<file path="config.mk">
export PLATFORM = sky130hd
export DESIGN_NAME = reload_timer16
export DESIGN_NICKNAME = d
export VERILOG_FILES = /design/src/rtl/grt_pkg.sv /design/src/rtl/grt_tick_gen.sv /design/src/rtl/grt_pin_sample.sv /design/src/rtl/grt_count.sv /design/src/rtl/grt_regs.sv /design/src/rtl/reload_timer16.sv
export SDC_FILE = /design/constraint.sdc
export NUM_CORES = 1
export LEC_CHECK = 0
export BUFFER_PORTS_ARGS = -buffer_cell sky130_fd_sc_hd__buf_4
export CORE_ASPECT_RATIO = 0.5
export CORE_MARGIN = 2
export CORE_UTILIZATION = 53
export DETAILED_ROUTE_END_ITERATION = 16
export PLACE_DENSITY = 0.78
export SETUP_SLACK_MARGIN = 0.1
export SYNTH_ARGS = -nofsm -noshare
export SYNTH_HDL_FRONTEND = slang
export SYNTH_SLANG_ARGS = --single-unit
</file>
<file path="constraint.sdc">
create_clock -name clk -period 2.2 [get_ports clk]
set_input_delay 0 -clock clk [delete_from_list [all_inputs] [get_ports clk]]
set_output_delay 0 -clock clk [all_outputs]
set_load 0.01 [all_outputs]
</file>
<file path="src/rtl/grt_pkg.sv">
// Shared constants and the control byte layout for the gated reload timer.
// Assumes a byte-wide register bus and a 16-bit count made of two bytes.
package grt_pkg;
    localparam int BYTE_W = 8;
    localparam int CNT_W  = 2 * BYTE_W;

    localparam logic [7:0] ADR_CTRL = 8'h88;
    localparam logic [7:0] ADR_CLO  = 8'h8A;
    localparam logic [7:0] ADR_RLO  = 8'h8B;
    localparam logic [7:0] ADR_CHI  = 8'h8C;
    localparam logic [7:0] ADR_RHI  = 8'h8D;

    localparam int B_FLAG = 5;

    // Packed so that bit 7 is gate_en and bits 3:0 are the stored interrupt bits.
    typedef struct packed {
        logic       gate_en;
        logic       src_ext;
        logic       flag;
        logic       run;
        logic [3:0] xint;
    } ctrl_t;
endpackage

</file>
<file path="src/rtl/grt_tick_gen.sv">
// Machine-cycle tick generator: one-clock pulse every PRESCALE clocks.
// Assumes PRESCALE >= 1; the phase restarts at reset.
module grt_tick_gen #(
    parameter int PRESCALE = 12
) (
    input  logic clk,
    input  logic rst_n,
    output logic tick
);
    localparam int PW = (PRESCALE > 1) ? $clog2(PRESCALE) : 1;
    localparam logic [PW-1:0] LAST = PW'(PRESCALE - 1);

    logic [PW-1:0] pre_q;

    assign tick = (pre_q == LAST);

    // Free-running prescale counter, wraps on the tick.
    always_ff @(posedge clk) begin
        if (!rst_n)    pre_q <= '0;
        else if (tick) pre_q <= '0;
        else           pre_q <= pre_q + 1'b1;
    end

    a_r3_pre_range: assert property (@(posedge clk) disable iff (!rst_n)
        pre_q <= LAST);

    generate
        if (PRESCALE > 1) begin : g_spacing
            a_r3_tick_spacing: assert property (@(posedge clk) disable iff (!rst_n)
                tick |=> !tick);
        end
    endgenerate
endmodule

</file>
<file path="src/rtl/grt_pin_sample.sv">
// Synchronises the count and gate pins, and detects a falling edge on the
// count pin by sampling once per machine cycle. Assumes asynchronous pins.
module grt_pin_sample (
    input  logic clk,
    input  logic rst_n,
    input  logic tick,
    input  logic cnt_pin,
    input  logic gate_pin,
    output logic cnt_fall,
    output logic gate_lvl
);
    logic cnt_s1, cnt_s2, gate_s1, gate_s2, prev_q;

    // Two-flop synchronisers for both pins.
    always_ff @(posedge clk) begin
        if (!rst_n) begin
            {cnt_s2, cnt_s1}   <= 2'b00;
            {gate_s2, gate_s1} <= 2'b00;
        end else begin
            {cnt_s2, cnt_s1}   <= {cnt_s1, cnt_pin};
            {gate_s2, gate_s1} <= {gate_s1, gate_pin};
        end
    end

    // Count-pin level as seen at the previous machine-cycle sample.
    always_ff @(posedge clk) begin
        if (!rst_n)    prev_q <= 1'b0;
        else if (tick) prev_q <= cnt_s2;
    end

    assign cnt_fall = tick & prev_q & ~cnt_s2;
    assign gate_lvl = gate_s2;

    a_r4_fall_needs_tick: assert property (@(posedge clk) disable iff (!rst_n)
        cnt_fall |-> tick);
endmodule

</file>
<file path="src/rtl/grt_count.sv">
// 16-bit count register pair with byte writes, increment and auto-reload.
// Assumes that increments arrive as single-cycle enables.
module grt_count
    import grt_pkg::*;
(
    input  logic             clk,
    input  logic             rst_n,
    input  logic             inc,
    input  logic             wr_lo,
    input  logic             wr_hi,
    input  logic [BYTE_W-1:0] wdata,
    input  logic [CNT_W-1:0]  reload,
    output logic [CNT_W-1:0]  cnt_q,
    output logic             ovf
);
    logic wr_any;
    logic at_max;

    assign wr_any = wr_lo | wr_hi;
    assign at_max = &cnt_q;
    assign ovf    = inc & ~wr_any & at_max;

    // Count update: bus write first, then reload on wrap, then increment.
    always_ff @(posedge clk) begin
        if (!rst_n) begin
            cnt_q <= '0;
        end else if (wr_any) begin
            if (wr_lo) cnt_q[BYTE_W-1:0]     <= wdata;
            if (wr_hi) cnt_q[CNT_W-1:BYTE_W] <= wdata;
        end else if (ovf) begin
            cnt_q <= reload;
        end else if (inc) begin
            cnt_q <= cnt_q + 1'b1;
        end
    end

    a_r11_write_wins: assert property (@(posedge clk) disable iff (!rst_n)
        wr_lo |=> cnt_q[BYTE_W-1:0] == $past(wdata));
    a_r7_reload_value: assert property (@(posedge clk) disable iff (!rst_n)
        ovf |=> cnt_q == $past(reload));
    a_r5_hold_idle: assert property (@(posedge clk) disable iff (!rst_n)
        (!inc && !wr_any) |=> $stable(cnt_q));
endmodule

</file>
<file path="src/rtl/grt_regs.sv">
// Control byte, reload pair, overflow flag and the read-data multiplexer.
// Flag precedence: overflow sets, then a control write, then an acknowledge clears.
module grt_regs
    import grt_pkg::*;
(
    input  logic              clk,
    input  logic              rst_n,
    input  logic [7:0]        addr,
    input  logic              we,
    input  logic [BYTE_W-1:0] wdata,
    input  logic              ovf,
    input  logic              vec_ack,
    input  logic [CNT_W-1:0]  cnt_q,
    output logic [BYTE_W-1:0] rdata,
    output ctrl_t             ctrl_q,
    output logic [CNT_W-1:0]  reload_q,
    output logic              wr_lo,
    output logic              wr_hi
);
    logic  wr_ctrl, wr_rlo, wr_rhi;
    ctrl_t wview;

    assign wr_ctrl = we && (addr == ADR_CTRL);
    assign wr_lo   = we && (addr == ADR_CLO);
    assign wr_hi   = we && (addr == ADR_CHI);
    assign wr_rlo  = we && (addr == ADR_RLO);
    assign wr_rhi  = we && (addr == ADR_RHI);
    assign wview   = ctrl_t'(wdata);

    // Control byte and overflow flag.
    always_ff @(posedge clk) begin
        if (!rst_n) begin
            ctrl_q <= '0;
        end else begin
            if (wr_ctrl) begin
                ctrl_q.gate_en <= wview.gate_en;
                ctrl_q.src_ext <= wview.src_ext;
                ctrl_q.run     <= wview.run;
                ctrl_q.xint    <= wview.xint;
            end
            if (ovf)          ctrl_q.flag <= 1'b1;
            else if (wr_ctrl) ctrl_q.flag <= wview.flag;
            else if (vec_ack) ctrl_q.flag <= 1'b0;
        end
    end

    // Reload pair, written only from the bus.
    always_ff @(posedge clk) begin
        if (!rst_n) begin
            reload_q <= '0;
        end else begin
            if (wr_rlo) reload_q[BYTE_W-1:0]     <= wdata;
            if (wr_rhi) reload_q[CNT_W-1:BYTE_W] <= wdata;
        end
    end

    // Read multiplexer; unmapped addresses return zero.
    always_comb begin
        case (addr)
            ADR_CTRL: rdata = ctrl_q;
            ADR_CLO:  rdata = cnt_q[BYTE_W-1:0];
            ADR_CHI:  rdata = cnt_q[CNT_W-1:BYTE_W];
            ADR_RLO:  rdata = reload_q[BYTE_W-1:0];
            ADR_RHI:  rdata = reload_q[CNT_W-1:BYTE_W];
            default:  rdata = '0;
        endcase
    end

    a_r8_flag_on_ovf: assert property (@(posedge clk) disable iff (!rst_n)
        ovf |=> ctrl_q.flag);
    a_r9_ack_clears: assert property (@(posedge clk) disable iff (!rst_n)
        (vec_ack && !ovf && !wr_ctrl) |=> !ctrl_q.flag);
    a_r10_sw_flag: assert property (@(posedge clk) disable iff (!rst_n)
        (wr_ctrl && !ovf) |=> ctrl_q.flag == $past(wdata[B_FLAG]));
    a_r7_reload_kept: assert property (@(posedge clk) disable iff (!rst_n)
        (ovf && !wr_rlo && !wr_rhi) |=> $stable(reload_q));
endmodule

</file>
<file path="src/rtl/reload_timer16.sv">
// Top of the gated 16-bit auto-reload timer. It combines the prescaler, pin
// sampling, count pair and register file, and builds the increment enable.
// Assumes both pins are asynchronous and that flag_ack is a single-cycle strobe.
module reload_timer16
    import grt_pkg::*;
#(
    parameter int PRESCALE = 12
) (
    input  logic       clk,
    input  logic       rst_n,
    input  logic [7:0] reg_addr,
    input  logic       reg_we,
    input  logic [7:0] reg_wdata,
    output logic [7:0] reg_rdata,
    input  logic       count_pin,
    input  logic       gate_pin,
    input  logic       flag_ack,
    output logic       timer_irq
);
    logic             tick, cnt_fall, gate_lvl, inc, ovf, wr_lo, wr_hi;
    logic             src_ok, gate_ok;
    logic [CNT_W-1:0] cnt_q, reload_q;
    ctrl_t            ctrl_q;

    grt_tick_gen #(.PRESCALE(PRESCALE)) u_tick (
        .clk(clk), .rst_n(rst_n), .tick(tick)
    );

    grt_pin_sample u_pins (
        .clk(clk), .rst_n(rst_n), .tick(tick),
        .cnt_pin(count_pin), .gate_pin(gate_pin),
        .cnt_fall(cnt_fall), .gate_lvl(gate_lvl)
    );

    // Increment enable: source selection, run bit and gate qualification.
    always_comb begin
        src_ok  = ctrl_q.src_ext ? cnt_fall : tick;
        gate_ok = ~ctrl_q.gate_en | gate_lvl;
        inc     = src_ok & ctrl_q.run & gate_ok;
    end

    grt_count u_cnt (
        .clk(clk), .rst_n(rst_n), .inc(inc),
        .wr_lo(wr_lo), .wr_hi(wr_hi), .wdata(reg_wdata),
        .reload(reload_q), .cnt_q(cnt_q), .ovf(ovf)
    );

    grt_regs u_regs (
        .clk(clk), .rst_n(rst_n), .addr(reg_addr), .we(reg_we),
        .wdata(reg_wdata), .ovf(ovf), .vec_ack(flag_ack), .cnt_q(cnt_q),
        .rdata(reg_rdata), .ctrl_q(ctrl_q), .reload_q(reload_q),
        .wr_lo(wr_lo), .wr_hi(wr_hi)
    );

    assign timer_irq = ctrl_q.flag;

    a_r5_stopped_no_ovf: assert property (@(posedge clk) disable iff (!rst_n)
        !ctrl_q.run |-> !ovf);
    a_r6_gate_low_no_ovf: assert property (@(posedge clk) disable iff (!rst_n)
        (ctrl_q.gate_en && !gate_lvl) |-> !ovf);
endmodule

</file>
Word-level counts from Yosys, hierarchy flattened --
Index checks and enable logic that the tools add are counted.
Word-level totals: register bits 49, word-level logic and storage cells 58
Cells by class: $add $sub $neg 2, equality and inequality tests 8, multiplexer cells 10, bitwise logic cells 12, reductions and logical operators 11
Operator list (count):
- $mux 16 | 3
- $eq 8x8->1 const B | 5
- $pmux 8 s5 | 1
- $add 16x1->16 const B | 1
- $mux 8 | 2
- $reduce_and 16->1 | 1
- $and 1x1->1 | 6
- $reduce_bool 3->1 | 2
- $logic_and 1x1->1 | 5
- $add 4x1->4 const B | 1
- $eq 4x4->1 const B | 1
- $mux 1 | 4
- $ne 2x1->1 const B | 2
- $not 1->1 | 4
- $reduce_and 2->1 | 2
- $or 1x1->1 | 2
- $reduce_or 2->1 | 1

Logic depth before layout (Yosys ltp) --
depth in word-level cells 10, gate-level depth with buffers 8, mapped depth without buffers 6

Cells and area by module --
From an unflattened synthesis, not the netlist that was laid out.
Unflattened totals: cell total of the unflattened synthesis 339, area total of the unflattened synthesis 2992.9 um^2
Modules (own cells, without submodules):
- grt_regs | instances 1, cells each 150, area an instance 1340.0 um^2, sequential area each 480.5 um^2
- grt_count | instances 1, cells each 156, area an instance 1302.5 um^2, sequential area each 320.3 um^2
- grt_tick_gen | instances 1, cells each 18, area an instance 175.2 um^2, sequential area each 80.1 um^2
- grt_pin_sample | instances 1, cells each 12, area an instance 151.4 um^2, sequential area each 100.1 um^2
- reload_timer16 | instances 1, cells each 3, area an instance 23.8 um^2, sequential area each 0.0 um^2

Worst setup path after synthesis --
Ideal clock, no wire load.
path kind register to register, start register u_cnt.cnt_q[0], end register u_cnt.cnt_q[7], arrival time 2.343 ns, data required time 2.109 ns, setup slack -0.234 ns, stages on the path, launching flop included 9, buffers on the path 2, cell sequence dfxtp_1 ha_1 nand4_2 or4_1 buf_2 or3_1 clkbuf_1 a211o_1 a311oi_1
Between the ends: cells in the longest elaborated chain, start to end 4, elaborated cells on any way between the ends 8, those cells by class 1 x add/sub; 3 x mux; 1 x bitwise; 3 x reduce/logical
Ends and longest elaborated chain:
- start, declared | line grt_count.sv:13 | output logic [CNT_W-1:0] cnt_q,
- start signal, assigned by index | line grt_count.sv:28 | if (wr_lo) cnt_q[BYTE_W-1:0] <= wdata;
- start signal, assigned by index | line grt_count.sv:29 | if (wr_hi) cnt_q[CNT_W-1:BYTE_W] <= wdata;
- start signal, assigned | line grt_count.sv:31 | cnt_q <= reload;
- $add 16x1->16 / $reduce_and 16->1 (equally long branches) | line grt_count.sv:33, grt_count.sv:20
- $mux 16 / $and 1x1->1 (equally long branches) | line grt_count.sv:32, grt_count.sv:21
- $mux 16 / $reduce_bool 3->1 (equally long branches)
- $mux 16 / $reduce_and 2->1 (equally long branches)
Parallel ways exist; a longest one is shown, timed or not. The select of a mux whose other input is x is not followed. A chain may end at the register's enable or synchronous reset.

Final worst setup path --
start register u_cnt.cnt_q[1], end register u_cnt.cnt_q[7]
The elaborated chain is that of the path after synthesis.

==> results.json <==
{
  "hold_start": "flag_ack",
  "grt_use_met2": 0.5058,
  "via_per_inst": 6.533,
  "crit_slowest_cell": "or4_4",
  "synth_area_leaders": "dfxtp_1 (34%), mux2i_1 (6.3%), nand2_1 (5.2%), nand3_1 (4.7%), a21oi_1 (4.3%)",
  "tightestPinTransition_ns": 0.6015,
  "detail_route.iter0.violations": 347,
  "cts_buffers": 5,
  "ys_types": 56,
  "hpwlAfterDp_um": 7007,
  "n_fill_cell": 417,
  "grt_setup_unrepaired": "yes",
  "start_util": 0.5661,
  "netlist_area_um2": 2882,
  "slowest_delay_ns": 0.47,
  "multiInputGateArea_um2": 1789,
  "p_per_area_nw_per_um2": 476.7,
  "rows": 18,
  "cp-end-kind": "flip-flop",
  "die_h_um": 56.14,
  "grt_pass1_vias": 2945,
  "seq_area_um2": 994.7,
  "cts_max_level": 2,
  "top_usage_layer": "met2",
  "design.core.area_um2": 5090,
  "yosysWarningCount": 0,
  "final.period_utilization": 0.9352,
  "grt_max_degree": 29,
  "insertion_delay_ns": 0.33,
  "cts_tree": "done",
  "final_layout_size_suffix_gt1_frac": 0.2308,
  "synthesis.nets": 385,
  "antenna_cells": 0,
  "met1_usage": 0.4475,
  "cp_max_fo": 5,
  "drv_slew": 0,
  "finalHoldViolCount": 0,
  "grt_use_met3": 0.1089,
  "finClkSkew_ns": 0.01070,
  "p_leak_nw": 1.377,
  "min_to": "u_regs.ctrl_q[5]",
  "clockBufferDepth": 2,
  "arrival_ns": 2.30,
  "routedWlPerCell_um": 19.90,
  "clkSinkCount": 49,
  "slew_headroom": 0.5990,
  "start_kind": "flip-flop",
  "synth_edf_count": 0,
  "io-pin-count": 31,
  "ys_ff_latch": 49,
  "fin_crit_ns": 2.057,
  "drc": 0,
  "worstReg2RegEnd": "u_cnt.cnt_q[7]",
  "status": "complete, no violations",
  "syn2layout_area_growth_pct": 26.36,
  "r2r_slack_ns": 0.14,
  "clk_pin_slew_worst_paths_ns": 0.10,
  "grt-ovfl-total": 0,
  "synthFlopType": "dfxtp_1",
  "fmax_mhz": 486.0,
  "postRouteAntennaNets": 0,
  "seq_area_frac_synth": 0.3404,
  "rr_worst_depth": 6,
  "synth_area_per_cell_um2": 7.982,
  "die-area_um2": 6079,
  "drv_cap": 0,
  "syn_inst": 361,
  "rr_startpoint": "u_cnt.cnt_q[1]",
  "drt_wl_total_um": 9673,
  "crit_chain": "ha_4, nand4_4, or4_4, or3_4, a211o_1, a311oi_1",
  "ir_drop_uv": 381.6,
  "setup_violations": 0,
  "crit_type": "flip-flop to flip-flop",
  "grt.total_usage": 0.3356,
  "fin_tns_setup_ns": 0,
  "io_buffers": 30,
  "synth_top_area_cell": "dfxtp_1",
  "vias": 3175,
  "antenna_found_initial": 0,
  "ys_async_sr_fraction": 0,
  "gp_congestion": 0.9906,
  "min_path_type": "input pin to flip-flop",
  "die_x_um": 108.3,
  "grt_pass1_wl_um": 15410,
  "worstPathRequired_ns": 2.45,
  "cts_root_buffer": "clkbuf_8",
  "yosysTopAreaCellShare": 0.3404,
  "final_nets": 439,
  "finish.utilization": 0.7153,
  "firstDrtPassIters": 6,
  "hold_depth": 4
}
-- metrics by stage --
stage	power (W)	std cells	hold WS (ns)	setup WS (ns)	instance area [um^2]
after global placement	0.001031	463	0.2110	0.07400	3336
final	0.001736	486	0.03241	0.1426	3641
after CTS	0.001731	484	0.02809	0.1096	3597
after floorplan	0.0009736	361	0.1273	0.03740	2944
after global routing	0.001788	486	0.05635	0.04849	3641
after detailed placement	0.001035	463	0.2127	0.02367	3336
-- worst max path at each step --
stage | end | depth (start not counted) | from | slack [ns]
3_3_place_gp | u_cnt.cnt_q[7] | 6 | u_cnt.cnt_q[0] | 0.07
3_5_place_dp | u_cnt.cnt_q[5] | 7 | u_tick.pre_q[0] | 0.02
2_1_floorplan | u_cnt.cnt_q[7] | 8 | u_cnt.cnt_q[7] | 0.04
6_report | u_cnt.cnt_q[7] | 6 | u_cnt.cnt_q[1] | 0.14
5_1_grt | u_cnt.cnt_q[9] | 9 | u_tick.pre_q[1] | 0.05
4_1_cts | u_cnt.cnt_q[7] | 6 | u_tick.pre_q[1] | 0.11
-- critical path, delay by kind of cell, from the launching register on --
family	cells	cell delay, ns
compound gates	2	0.50
fa+ha+maj	1	0.14
simple gates	3	0.98
flops	1	0.37
-- Yosys cell counts (7+ instances only) --
| cell type | count |
|---|---|
| inv_1 | 13 |
| nand3_1 | 27 |
| nor2_1 | 17 |
| mux2i_1 | 18 |
| a211oi_1 | 8 |
| a221o_1 | 8 |
| dfxtp_1 | 49 |
| o21ai_0 | 18 |
| a21oi_1 | 25 |
| o211ai_1 | 7 |
| clkbuf_1 | 21 |
| nor3_1 | 8 |
| nand2_1 | 40 |
| nor4_1 | 9 |
-- placed cells by master, fill, tap and decap left out, types with 3 or more instances in the layout --
cell type and count:
nand2_1 40, inv_1 13, nor2_1 17, dlygate4sd3_1 10, dfxtp_2 5, o21ai_0 18, o31ai_1 3, a31oi_1 5
buf_4 63, nand4_1 5, a211oi_1 7, nor3_1 8, mux2i_1 18, o211ai_1 7, nor4_1 8, o22ai_1 6
clkbuf_8 6, nand2b_1 3, nand3_1 27, a21oi_1 25, nor4_2 3, xor2_1 5, xnor2_1 5, and2_1 6
or4_4 3, a221o_1 8, dfxtp_1 42
-- logic make-up after synthesis --
kind of cell,share of synthesized area
muxes,0.06253
DFF,0.3404
and+or+nand+nor,0.2649
buffers and inverters,0.06253
xor gates and xnor gates,0.03039
adders and majority gates,0.008683
AOI/OAI and AO/OA,0.2306
-- routing by layer --
| layer | routed length (um) | up-vias | share of wire |
|---|---|---|---|
| met1 | 4060 | 1503 | 0.42 |
| met3 | 1084 | 35 | 0.11 |
| met5 | 0 | - | 0 |
| met4 | 320 | 0 | 0.033 |
| li1 | - | 1451 | - |
| met2 | 4208 | 186 | 0.44 |
-- report_power, final --
group          switching [W]  total [W]  internal [W]
logic              0.0000752   0.000135     0.0000601
clock network       0.000331   0.000702      0.000371
registers         0.00000526   0.000898      0.000893
-- layout make-up --
class                   count  share of cell area
flip-flops and latches     49              0.2732
inverters                  13             0.01340
clock inverters             1            0.008247
well taps                  70             0.02405
multi-input cells         271              0.4914
repair buffers             75              0.1660
clock buffers               7             0.02371
-- flip-flops by register name (all words and copies together) (netlist names) --
| signal | cells |
|---|---|
| u_regs.reload_q | 16 |
| u_cnt.cnt_q | 16 |
| u_regs.ctrl_q | 8 |
| u_pins.cnt_s2 | 1 |
| u_pins.prev_q | 1 |
| u_pins.gate_s1 | 1 |
| u_pins.cnt_s1 | 1 |
| u_tick.pre_q | 4 |
| u_pins.gate_lvl | 1 |
-- what timing repair did --
item	in CTS	in global routing
resized for setup	5	9
setup endpoints to repair	11	14
hold buffers	10	0
pin swaps	1	2
hold endpoints to repair	20	0
setup buffers	3	2
Note: power is estimated with default switching activity, not from simulation.
